**src/rtl/toc_pkg.sv**
```systemverilog
package toc_pkg;
  typedef enum logic [1:0] {
    CK_DIV2  = 2'b00,
    CK_DIV8  = 2'b01,
    CK_DIV32 = 2'b10,
    CK_EXT   = 2'b11
  } clk_sel_e;

  localparam logic [1:0] A_CKS    = 2'd0;
  localparam logic [1:0] A_CTRL   = 2'd1;
  localparam logic [1:0] A_OCR_HI = 2'd2;
  localparam logic [1:0] A_OCR_LO = 2'd3;

  localparam int CTRL_W   = 5;
  localparam int CTRL_SEL = 4;
  localparam int CTRL_OEA = 3;
  localparam int CTRL_OEB = 2;
  localparam int CTRL_LVA = 1;
  localparam int CTRL_LVB = 0;
endpackage

```
**src/rtl/tmr_prescale.sv**
```systemverilog
module tmr_prescale
  import toc_pkg::*;
#(
  parameter int DIV_W  = 5,
  parameter int SH0    = 1,
  parameter int SH1    = 3,
  parameter int SH2    = 5,
  parameter int SYNC_N = 2
) (
  input  logic     clk,
  input  logic     rst,
  input  clk_sel_e sel_i,
  input  logic     ext_i,
  output logic     tick_o
);
  localparam logic [DIV_W-1:0] M0 = DIV_W'((1 << SH0) - 1);
  localparam logic [DIV_W-1:0] M1 = DIV_W'((1 << SH1) - 1);
  localparam logic [DIV_W-1:0] M2 = DIV_W'((1 << SH2) - 1);

  logic [DIV_W-1:0]  div_q;
  logic [SYNC_N:0]   sync_q;
  logic              ext_rise;
  logic              tick_d;

  always_ff @(posedge clk) begin
    if (rst) div_q <= '0;
    else     div_q <= div_q + DIV_W'(1);
  end

  // synchronizer chain plus one extra stage for edge detection
  always_ff @(posedge clk) begin
    if (rst) sync_q <= '0;
    else     sync_q <= {sync_q[SYNC_N-1:0], ext_i};
  end

  assign ext_rise = sync_q[SYNC_N-1] & ~sync_q[SYNC_N];

  always_comb begin
    case (sel_i)
      CK_DIV2:  tick_d = (div_q & M0) == M0;
      CK_DIV8:  tick_d = (div_q & M1) == M1;
      CK_DIV32: tick_d = (div_q & M2) == M2;
      default:  tick_d = ext_rise;
    endcase
  end

  always_ff @(posedge clk) begin
    if (rst) tick_o <= 1'b0;
    else     tick_o <= tick_d;
  end

  // with a steady select no two count pulses are adjacent
  a_r4_no_back_to_back: assert property (@(posedge clk) disable iff (rst)
    (tick_o && $stable(sel_i)) |=> !tick_o);
endmodule

```
**src/rtl/tmr_cmp_bank.sv**
```systemverilog
module tmr_cmp_bank #(
  parameter int DATA_W = 8,
  parameter int NCH    = 2,
  parameter int CNT_W  = 2 * DATA_W,
  parameter int SEL_W  = (NCH > 1) ? $clog2(NCH) : 1
) (
  input  logic                      clk,
  input  logic                      rst,
  input  logic                      wr_hi_i,
  input  logic                      wr_lo_i,
  input  logic [SEL_W-1:0]          sel_i,
  input  logic [DATA_W-1:0]         wdata_i,
  output logic [NCH-1:0][CNT_W-1:0] ocr_o,
  output logic [DATA_W-1:0]         rd_hi_o,
  output logic [DATA_W-1:0]         rd_lo_o
);
  logic [DATA_W-1:0] hold_q;
  logic [CNT_W-1:0]  ocr_q [NCH];

  always_ff @(posedge clk) begin
    if (rst)          hold_q <= '1;
    else if (wr_hi_i) hold_q <= wdata_i;
  end

  for (genvar g = 0; g < NCH; g++) begin : g_ocr
    always_ff @(posedge clk) begin
      if (rst)
        ocr_q[g] <= '1;
      else if (wr_lo_i && (sel_i == SEL_W'(g)))
        ocr_q[g] <= {hold_q, wdata_i};
    end
    assign ocr_o[g] = ocr_q[g];

    // an upper-byte write never commits
    a_r8_hi_no_commit: assert property (@(posedge clk) disable iff (rst)
      (wr_hi_i && !wr_lo_i) |=> $stable(ocr_q[g]));
    // a lower-byte write to the other bank leaves this one alone
    a_r7_bank_isolation: assert property (@(posedge clk) disable iff (rst)
      (wr_lo_i && (sel_i != SEL_W'(g))) |=> $stable(ocr_q[g]));
  end

  assign rd_hi_o = ocr_q[sel_i][CNT_W-1:DATA_W];
  assign rd_lo_o = ocr_q[sel_i][DATA_W-1:0];
endmodule

```
**src/rtl/tmr_ocmp_chan.sv**
```systemverilog
module tmr_ocmp_chan #(
  parameter int CNT_W = 16
) (
  input  logic             clk,
  input  logic             rst,
  input  logic             tick_i,
  input  logic [CNT_W-1:0] cnt_i,
  input  logic [CNT_W-1:0] ocr_i,
  input  logic             lvl_i,
  output logic             out_o
);
  logic hit;

  assign hit = (cnt_i == ocr_i);

  always_ff @(posedge clk) begin
    if (rst)                out_o <= 1'b0;
    else if (tick_i && hit) out_o <= lvl_i;
  end

  // the latch moves only on a count pulse at a match, to the level bit
  a_r9_latch_hold: assert property (@(posedge clk) disable iff (rst)
    !(tick_i && (cnt_i == ocr_i)) |=> $stable(out_o));
  a_r9_latch_load: assert property (@(posedge clk) disable iff (rst)
    (tick_i && (cnt_i == ocr_i)) |=> (out_o == $past(lvl_i)));
endmodule

```
**src/rtl/tmr_ocmp_top.sv**
```systemverilog
module tmr_ocmp_top
  import toc_pkg::*;
#(
  parameter int DATA_W = 8,
  parameter int DIV_W  = 5
) (
  input  logic              clk,
  input  logic              rst,
  input  logic              standby_i,
  input  logic [1:0]        addr_i,
  input  logic              wr_i,
  input  logic [DATA_W-1:0] wdata_i,
  output logic [DATA_W-1:0] rdata_o,
  input  logic              ext_clk_i,
  output logic [2*DATA_W-1:0] cnt_o,
  output logic              ocmp_a_o,
  output logic              ocmp_b_o,
  output logic              oe_a_o,
  output logic              oe_b_o
);
  localparam int CNT_W = 2 * DATA_W;
  localparam int NCH   = 2;
  localparam int SEL_W = 1;

  logic [CTRL_W-1:0]         ctrl_q;
  clk_sel_e                  cks_q;
  logic                      tick;
  logic [CNT_W-1:0]          cnt_q;
  logic [NCH-1:0][CNT_W-1:0] ocr;
  logic [DATA_W-1:0]         rd_hi, rd_lo, rd_d;
  logic                      wr_hi, wr_lo;
  logic [2:0]                unused_res_bits;

  assign unused_res_bits = wdata_i[7:5];
  assign wr_hi = wr_i && (addr_i == A_OCR_HI);
  assign wr_lo = wr_i && (addr_i == A_OCR_LO);

  always_ff @(posedge clk) begin
    if (rst || standby_i)
      ctrl_q <= '0;
    else if (wr_i && (addr_i == A_CTRL))
      ctrl_q <= wdata_i[CTRL_W-1:0];
  end

  always_ff @(posedge clk) begin
    if (rst)
      cks_q <= CK_DIV2;
    else if (wr_i && (addr_i == A_CKS))
      cks_q <= clk_sel_e'(wdata_i[1:0]);
  end

  tmr_prescale #(.DIV_W(DIV_W)) u_pre (
    .clk    (clk),
    .rst    (rst),
    .sel_i  (cks_q),
    .ext_i  (ext_clk_i),
    .tick_o (tick)
  );

  always_ff @(posedge clk) begin
    if (rst)       cnt_q <= '0;
    else if (tick) cnt_q <= cnt_q + CNT_W'(1);
  end
  assign cnt_o = cnt_q;

  tmr_cmp_bank #(.DATA_W(DATA_W), .NCH(NCH), .CNT_W(CNT_W), .SEL_W(SEL_W)) u_bank (
    .clk     (clk),
    .rst     (rst),
    .wr_hi_i (wr_hi),
    .wr_lo_i (wr_lo),
    .sel_i   (ctrl_q[CTRL_SEL]),
    .wdata_i (wdata_i),
    .ocr_o   (ocr),
    .rd_hi_o (rd_hi),
    .rd_lo_o (rd_lo)
  );

  tmr_ocmp_chan #(.CNT_W(CNT_W)) u_cha (
    .clk (clk), .rst (rst), .tick_i (tick), .cnt_i (cnt_q),
    .ocr_i (ocr[0]), .lvl_i (ctrl_q[CTRL_LVA]), .out_o (ocmp_a_o)
  );

  tmr_ocmp_chan #(.CNT_W(CNT_W)) u_chb (
    .clk (clk), .rst (rst), .tick_i (tick), .cnt_i (cnt_q),
    .ocr_i (ocr[1]), .lvl_i (ctrl_q[CTRL_LVB]), .out_o (ocmp_b_o)
  );

  assign oe_a_o = ctrl_q[CTRL_OEA];
  assign oe_b_o = ctrl_q[CTRL_OEB];

  always_comb begin
    case (addr_i)
      A_CKS:    rd_d = {{(DATA_W-2){1'b0}}, cks_q};
      A_CTRL:   rd_d = {{(DATA_W-CTRL_W){1'b1}}, ctrl_q};
      A_OCR_HI: rd_d = rd_hi;
      default:  rd_d = rd_lo;
    endcase
  end

  always_ff @(posedge clk) rdata_o <= rd_d;

  // one step per pulse, wrapping, and no drift between pulses
  a_r6_step: assert property (@(posedge clk) disable iff (rst)
    tick |=> (cnt_q == $past(cnt_q) + CNT_W'(1)));
  a_r6_hold: assert property (@(posedge clk) disable iff (rst)
    !tick |=> $stable(cnt_q));
  // standby empties the control byte
  a_r3_standby_clear: assert property (@(posedge clk) disable iff (rst)
    standby_i |=> (ctrl_q == '0));
  // reserved bits of the control byte read as ones
  a_r2_reserved_ones: assert property (@(posedge clk) disable iff (rst)
    ($past(addr_i) == A_CTRL) |-> (rdata_o[7:5] == 3'b111));
endmodule

```
**config.mk**
```make
export PLATFORM = sky130hd
export DESIGN_NAME = tmr_ocmp_top
export DESIGN_NICKNAME = d
export VERILOG_FILES = /design/src/rtl/toc_pkg.sv /design/src/rtl/tmr_prescale.sv /design/src/rtl/tmr_cmp_bank.sv /design/src/rtl/tmr_ocmp_chan.sv /design/src/rtl/tmr_ocmp_top.sv
export SDC_FILE = /design/constraint.sdc
export NUM_CORES = 1
export LEC_CHECK = 0
export BUFFER_PORTS_ARGS = -buffer_cell sky130_fd_sc_hd__buf_2
export CORE_UTILIZATION = 46
export DETAILED_ROUTE_END_ITERATION = 8
export PLACE_DENSITY = 0.62
export SYNTH_ARGS = -nofsm -noshare
export SYNTH_HDL_FRONTEND = slang
export SYNTH_SLANG_ARGS = --single-unit
export TNS_END_PERCENT = 100
```
**constraint.sdc**
```tcl
create_clock -name clk -period 2.25 [get_ports clk]
set_input_delay 0.1125 -clock clk [delete_from_list [all_inputs] [get_ports clk]]
set_output_delay 0.1125 -clock clk [all_outputs]
set_load 0.05 [all_outputs]
```
== After elaboration in Yosys (flattened, before gate mapping) ==
Memory sizes are Yosys's and may differ from the RTL's. A register that Yosys moved wholly into a read port is not among the register bits.
Index checks and enable logic that the tools add are counted.
Cells by class
  add/sub/neg operators: 2
  equal/unequal tests: 9
  muxes and demuxes: 14
  bitwise gates (word level): 5
  reduce and logical (&&, ||, !) cells: 11
Operator list (count)
  == test 16 bit: 2
  two-way mux 16 bit: 2
  case mux 8 bit (3 select lines): 1
  adder 16 x 1 -> 16 bit (second input constant): 1
  two-way mux 1 bit: 10
  logical AND 1 bit: 8
  == test 2 bit (second input constant): 3
  adder 5 x 1 -> 5 bit (second input constant): 1
  == test 5 bit (second input constant): 1
  == test 2 x 1 -> 1 bit (second input constant): 2
  zero test 2 bit: 2
  == test 3 bit (second input constant): 1
  case mux 1 bit (3 select lines): 1
  inverter 1 bit: 2
  bitwise OR 1 bit: 2
  AND 1 bit: 1
  logical OR 1 bit: 1
Storage, ports and cells
  bits in registers: 50
  RAM bits: 32
  bits of input ports: 15
  output and inout port bits: 28
  logic and storage cells: 52
  memories kept: 1
Memory list
  u_bank.ocr_q: words 2, bits a word 16, read ports 3, clocked after memory_dff 1, write ports 2, RTL line tmr_cmp_bank.sv:18  | logic [CNT_W-1:0] ocr_q [NCH];

== Longest topological paths before layout ==
Gate-level depths: netlist of run 1.
  depth after elaboration: 7
  depth in mapped cells: 6
  gate-level depth less buffers: 6

== Modules after synthesis ==
A second synthesis of run 1 with hierarchy kept.
Unflattened totals
  cells, all modules: 335
  area, all modules: 3891.2 µm²
Modules (own cells, without submodules)
  tmr_cmp_bank: instances 1, cells an instance 115, area an instance 1727.9 µm², sequential area each 1121.1 µm²
  tmr_ocmp_top: instances 1, cells an instance 140, area an instance 1380.1 µm², sequential area each 620.6 µm²
  tmr_ocmp_chan: instances 2, cells an instance 27, area an instance 229.0 µm², sequential area each 20.0 µm²
  tmr_prescale: instances 1, cells an instance 26, area an instance 325.3 µm², sequential area each 180.2 µm²

== Worst setup path after synthesis of run 1 ==
No wires, ideal clock.
  kind: register to register
  start: register ctrl_q[4]
  end: memory u_bank.ocr_q[1][0], enable pin
  arrival time: 1617 ps
  required time: 1839 ps
  path slack: 222 ps
  stages on the path, launching flop included: 3
  path buffers: 0
  cells stage by stage: dfxtp_1 inv_1 o21ai_0
RTL lines
  start: declaration: RTL line tmr_ocmp_top.sv:25  | logic [CTRL_W-1:0] ctrl_q;
  start signal: assignment: RTL line tmr_ocmp_top.sv:42  | ctrl_q <= wdata_i[CTRL_W-1:0];
  end: declaration: RTL line tmr_cmp_bank.sv:18

==> results_dict.tcl, run 1 <==
set metrics [dict create \
    rsz0062_at_grt "no" \
    max-cap-violations 0 \
    yosys.area.top_type "dfxtp_1" \
    peakVddDrop_v 0.0002750 \
    synth_flop_cell "dfxtp_1" \
    syn-instance-count 347 \
    cts_buffer_depth 2 \
    grt_use_met1_pct 27.68 \
    syn_area_um2 3775 \
    nNetsFinal 409 \
    dieWidth_um 92.59 \
    intPower_w 0.002309 \
    grt_overflow 0 \
    fin_worst_skew_ns 0.008103 \
    slew_viol_final 0 \
    drt-total-wl_um 7726 \
    ios 43 \
    grt_max_degree 27 \
    setup_viol 0 \
    switching_share_pct 23.00 \
    initial_core_util_pct 48.10 \
    vias 2488 \
    crit_arrival_ns 1.76 \
    avgRoutedWirePerCell_um 15.55 \
    drc_errors 0 \
    timing.slew.headroom_pct 66.08 \
    antenna_found_initial 0 \
    vias_per_cell 5.006 \
    synth_cell_types 43 \
    syn_area_per_cell_um2 10.88 \
    final_antenna_net_count 0 \
    fin_crit_sh_pct 73.62 \
    num_rows 32 \
    period_needed_ns 1.656 \
    max_freq_mhz 603.7 \
    num_antenna_cells 0 \
    drive_above_1_share_pct 21.01 \
    synthesis.nets 366 \
    hold_violations 0 \
    gp_congestion 0.8355 \
    pwr-share-seq_pct 54.4 \
    required_ns 2.35 \
    hold_class "in -> reg" \
    cts_root_buf "clkbuf_8" \
    synth-seq-area-share_pct 52.50 \
    clk_pin_slew_worst_paths_ns 0.08 \
    portBuffers 42 \
    h-tree-depth 3 \
    grt-busiest-layer "met2" \
    synth_warnings 0 \
    tightest_slew_ns 0.5082 \
    cp-end-kind "flop" \
    comb_power_share_pct 7.4 \
    ys_ff_latch 83 \
    areaGrowthSynthToFinish_pct 14.19 \
    insertion_delay_ns 0.35 \
    cts_setup_buffers 0 \
    setup_tns_ns 0 \
    fillers 720 \
    cts_tree "done" \
    ys_top_cells_by_area "dfxtp_1, edfxtp_1, xnor2_1" \
    p_sw_w 0.0006897 \
    p_clk_share_pct 38.2 \
    cts_buffers 9 \
    fin_util_pct 54.93 \
    worstPathMaxFanout 16 \
    power_density_nw_per_um2 695.7 \
    ys_async_sr_fraction_pct 0 \
    synth-edff-count 32 \
    synth_top_area_share_pct 27.05 \
    path_class "reg -> reg" \
    grt_pass1_vias 2412 \
    clock_sinks 83 \
    use_met2_pct 29.26 \
    met3_usage_pct 4.926 \
    track_usage_pct 19.76 \
    status "finished, final reports clean" \
    p_leak_nw 1.569 \
    grt_pass1_wl_um 12670 \
    drt_iter0_markers 82 \
    fp.dieArea_um2 8573 \
    die_y_um 92.59 \
    dr.pass1.iters 4 \
    core_area_um2 7848 \
    place_hpwl_um 5832 \
    start_kind "flop" \
]
==> sequential cells by signal, summed over array words and instances (netlist names), named ones only <==
register / cells
u_chb.out_o: 1
rdata_o: 8
u_bank.hold_q: 8
cks_q: 2
u_pre.div_q: 5
cnt_o: 16
ctrl_q: 5
u_cha.out_o: 1
u_pre.tick_o: 1
u_pre.sync_q: 3
u_bank.ocr_q: 32
==> power groups by stage <==
stage / registers, W / logic (W) / clock network (W)
floorplan: 0.00171 / 0.000109 / 0
global placement: 0.00167 / 0.000217 / 0
detailed placement: 0.00167 / 0.000218 / 0
CTS: 0.00163 / 0.000225 / 0.00117
global route: 0.00164 / 0.000242 / 0.00125
finish: 0.00163 / 0.000222 / 0.00115
==> path summary, 6_finish.rpt <==
kind / startpoint / to / slack, ns / cells after the start
worst max-delay path: ctrl_q[4] / u_bank.ocr_q[1][15] / 0.59 / 3
worst min-delay path: wdata_i[2] / u_bank.hold_q[2] / 0.03 / 3
worst max register to register: ctrl_q[4] / u_bank.ocr_q[1][15] / 0.59 / 3
worst min register to register: u_pre.sync_q[0] / u_pre.sync_q[1] / 0.44 / 1
==> synthesized netlist by cell type, types with 2 or more instances <==
cell type,n
nand4_1,5
xor2_1,14
buf_4,2
inv_1,5
o21ai_0,9
and3_1,4
mux2i_1,14
or2_2,6
ha_1,4
clkbuf_1,8
or2_1,10
nor4_1,2
a31oi_1,3
mux4_2,5
clkbuf_2,2
mux2_2,4
and2_1,2
nand3_2,3
nor2_1,20
or3_1,2
nor2b_1,7
edfxtp_1,32
a41o_1,2
buf_2,5
nor3_1,11
nand3_1,13
nand2_1,34
nand2b_1,12
nand3b_1,2
buf_1,2
or2b_1,4
a21oi_1,7
dfxtp_1,51
xnor2_1,32
==> layout by cell type, fill, tap and decap left out, drive strengths merged <==
cell type    synthesis  layout
nand4                5       5
or2b                 4       4
mux2                 4       4
or3                  2       2
dfxtp               51      51
and3b                1       1
nor3b                1       1
o21ai                9       9
mux2i               14      14
nor2                20      20
a31oi                3       3
bufinv               0       2
nor3                12      12
clkinv               0       1
xnor2               32      32
nand2b              12      12
nand3b               2       2
nand3               17      17
xor2                14      14
inv                  5       6
nand2               34      34
or2                 16      16
o211ai               1       1
a41o                 2       2
mux4                 5       5
nor4                 3       3
edfxtp              32      32
dlygate4sd3          0       5
clkbuf              10      12
and3                 5       5
and2                 2       2
ha                   4       4
buf                 10      47
and4                 1       1
a21oi                7       7
nor2b                7       7
==> layout make-up <==
cell class | count | area, µm² | share of cell area [%]
multi-input cells | 239 | 1675 | 38.87
inverters | 5 | 18.77 | 0.4354
clock inverters | 4 | 73.82 | 1.713
repair buffers | 52 | 297.8 | 6.909
flip-flops and latches | 83 | 1982 | 45.98
well taps | 102 | 127.6 | 2.961
clock buffers | 12 | 135.1 | 3.135
==> worst max-delay path: stages, from the launching register on <==
cell     delay (ns)
dfxtp_1        0.42
inv_1          0.07
or3_1          0.57
or2_2          0.35
==> per-stage QoR <==
| stage | hold WS, ns | total power [W] | cells | setup slack (ns) | cell area, µm² |
|---|---|---|---|---|---|
| 3_3_place_gp | 0.3308 | 0.001883 | 476 | 0.4854 | 4051 |
| 6_report | 0.02570 | 0.002999 | 497 | 0.5937 | 4310 |
| 5_1_grt | 0.03026 | 0.003128 | 497 | 0.4493 | 4310 |
| 4_1_cts | 0.01498 | 0.003030 | 497 | 0.5937 | 4310 |
| 2_1_floorplan | 0.1893 | 0.001816 | 347 | 0.2216 | 3775 |
| 3_5_place_dp | 0.3287 | 0.001885 | 476 | 0.4305 | 4051 |
==> metal layers <==
metal,up-vias,share of wire [%]
met3,12,3.9
met1,1158,49
met2,48,45
met4,0,1.8
met5,-,0
li1,1270,-
==> cell families (layout without fill, tap and decap cells) <==
logic type,Yosys count,in the layout,share of synthesized area (%)
buffers and inverters,25,73,3.116
XOR/XNOR,46,46,10.67
adder cells (fa/ha/maj),4,4,1.326
AND/OR/NAND/NOR,144,144,21.15
multiplexers,23,23,7.888
AO/OA/AOI/OAI,22,22,3.348
flip-flops,83,83,52.50
==> timing repair <==
item                      4_1_cts  5_1_grt
resized for setup               0        0
hold endpoints to repair       10        0
hold buffers                    5        0
Note: power is estimated with default switching activity, not from simulation.
==> run 2, diff against run 1 <==
==> constraint.sdc (replaced) <==
create_clock -name clk -period 1.6 [get_ports clk]
set_input_delay 0.08 -clock clk [delete_from_list [all_inputs] [get_ports clk]]
set_output_delay 0.08 -clock clk [all_outputs]
set_load 0.05 [all_outputs]
==> results_dict.tcl, run 2 (synthesized netlist as in run 1, its figures left out) <==
set metrics [dict create \
    largest_reg_flops 32 \
    p_leak_nw 1.629 \
    insertion_delay_ns 0.35 \
    setup_viol 0 \
    cts_tree "done" \
    fin_area_um2 4446 \
    timing.slew.headroom_pct 72.43 \
    hold_class "in -> reg" \
    cp_cell_sequence "ha_2 -> and3_1 -> ha_1 -> mux4_2 -> and2_4" \
    h-tree-depth 3 \
    nNetsFinal 422 \
    cp_top_family "multiplexers" \
    grt_max_degree 25 \
    initial_core_util_pct 48.10 \
    rsz0062_at_grt "no" \
    max_freq_mhz 653.6 \
    peakVddDrop_v 0.0005148 \
    dr.pass1.iters 4 \
    rr_startpoint "u_pre.div_q[0]" \
    p_sw_w 0.001040 \
    fin_util_pct 56.65 \
    die_y_um 92.59 \
    drive_above_1_share_pct 27.70 \
    avgRoutedWirePerCell_um 15.76 \
    required_ns 1.86 \
    comb_power_share_pct 8.3 \
    slew_viol_final 0 \
    cts_buffer_depth 2 \
    final_antenna_net_count 0 \
    gp_congestion 0.9126 \
    drt-total-wl_um 8038 \
    drc_errors 0 \
    final_cell_mix "buf_2, dfxtp_1, nand2_1, xnor2_1, edfxtp_1" \
    place_hpwl_um 5886 \
    critPathMaxStageDelay_ns 0.44 \
    grt_pass1_wl_um 13030 \
    core_area_um2 7848 \
    vias 2598 \
    num_antenna_cells 0 \
    tightest_slew_ns 0.4135 \
    cp-end-kind "flop" \
    fp.dieArea_um2 8573 \
    switching_share_pct 25.49 \
    period_needed_ns 1.530 \
    areaGrowthSynthToFinish_pct 17.77 \
    power_density_nw_per_um2 918.4 \
    clock_sinks 83 \
    cts_root_buf "clkbuf_8" \
    worstPathMaxFanout 4 \
    ios 43 \
    regMostFlops "u_bank.ocr_q" \
    grt_overflow 0 \
    critPathBufInv 0 \
    status "finished, final reports clean" \
    crit_arrival_ns 1.79 \
    cts_setup_buffers 0 \
    setup_tns_ns 0 \
    antenna_found_initial 0 \
    start_kind "flop" \
    hp-start "wdata_i[1]" \
    hold_violations 0 \
    fin_worst_skew_ns 0.005389 \
    path_class "reg -> reg" \
    p_clk_share_pct 35.6 \
    startpoint "u_pre.div_q[0]" \
    dieWidth_um 92.59 \
    portBuffers 42 \
    placed_area_um2 4160 \
    clk_pin_slew_worst_paths_ns 0.09 \
    pwr-share-seq_pct 56.1 \
    fillers 717 \
    drt_iter0_markers 75 \
    mostFrequentLayoutCell "buf_2" \
    max-cap-violations 0 \
    track_usage_pct 20.54 \
    cts_buffers 9 \
    grt_pass1_vias 2499 \
    fin_crit_sh_pct 95.62 \
    vias_per_cell 5.094 \
    intPower_w 0.003042 \
    num_rows 32 \
    crit_slowest_cell "mux4_2" \
]
[run 2: cell count changes in the layout (fill, tap and decap cells not counted), moves of 3 or more]
cell | before | now
buf_4 | 5 | 14
dfxtp_1 | 51 | 37
dfxtp_2 | 0 | 12
dlygate4sd3_1 | 5 | 8
[run 2: worst reg2reg max path, delay by kind of cell, from the launching register on]
family	cells	cell delay (ns)
and+or+nand+nor	2	0.31
muxes	1	0.44
DFF	1	0.34
adders and majority gates	2	0.35
[run 2: worst paths after layout]
check / end / slack (ns) / cells after the start
hold reg to reg: u_pre.div_q[0] / 0.44 / 1
hold / removal: u_bank.hold_q[1] / 0.02 / 3
setup / recovery: u_pre.tick_o / 0.07 / 5
setup reg to reg: u_pre.tick_o / 0.07 / 5
[run 2: what timing repair did]
| item | 4_1_cts | 5_1_grt |
|---|---|---|
| hold endpoints to repair | 13 | 0 |
| resized for setup | 1 | 4 |
| hold buffers | 8 | 0 |
| setup endpoints to repair | 1 | 2 |
[run 2: cell type report]
| type | count | area [µm²] | share of cell area [%] |
|---|---|---|---|
| Clock buffer | 11 | 152.6 | 3.434 |
| Sequential cell | 83 | 2004 | 45.09 |
| Inverter | 5 | 18.77 | 0.4222 |
| Multi-Input combinational cell | 239 | 1692 | 38.05 |
| Tap cell | 102 | 127.6 | 2.871 |
| Timing Repair Buffer | 65 | 415.4 | 9.344 |
| Clock inverter | 5 | 35.03 | 0.7881 |
[run 2: stage by stage]
step / setup WS, ns / power, W / cells / hold WS [ns]
after floorplan: 0.0003358 / 0.002553 / 347 / 0.1568
after global placement: 0.03007 / 0.002660 / 486 / 0.2906
after detailed placement: 0.01353 / 0.002664 / 486 / 0.3035
after CTS: 0.02808 / 0.004120 / 510 / 0.02045
after global routing: 0.006282 / 0.004261 / 510 / 0.02176
final: 0.07012 / 0.004083 / 510 / 0.02438
[run 2: power by group through the flow]
stage | clock (W) | sequential, W | combinational (W)
CTS | 0.00149 | 0.00229 | 0.000340
finish | 0.00145 | 0.00229 | 0.000340
detailed placement | 0 | 0.00234 | 0.000325
global placement | 0 | 0.00234 | 0.000322
floorplan | 0 | 0.00240 | 0.000154
global route | 0.00160 | 0.00230 | 0.000367
[run 2: layer usage]
layer | track usage, % | wire length (µm) | up-vias
li1 | - | - | 1301
met1 | 27.50 | 3821 | 1233
met2 | 32.72 | 3755 | 50
met3 | 3.448 | 291 | 14
met4 | 8.984 | 170 | 0
met5 | 0 | 0 | -
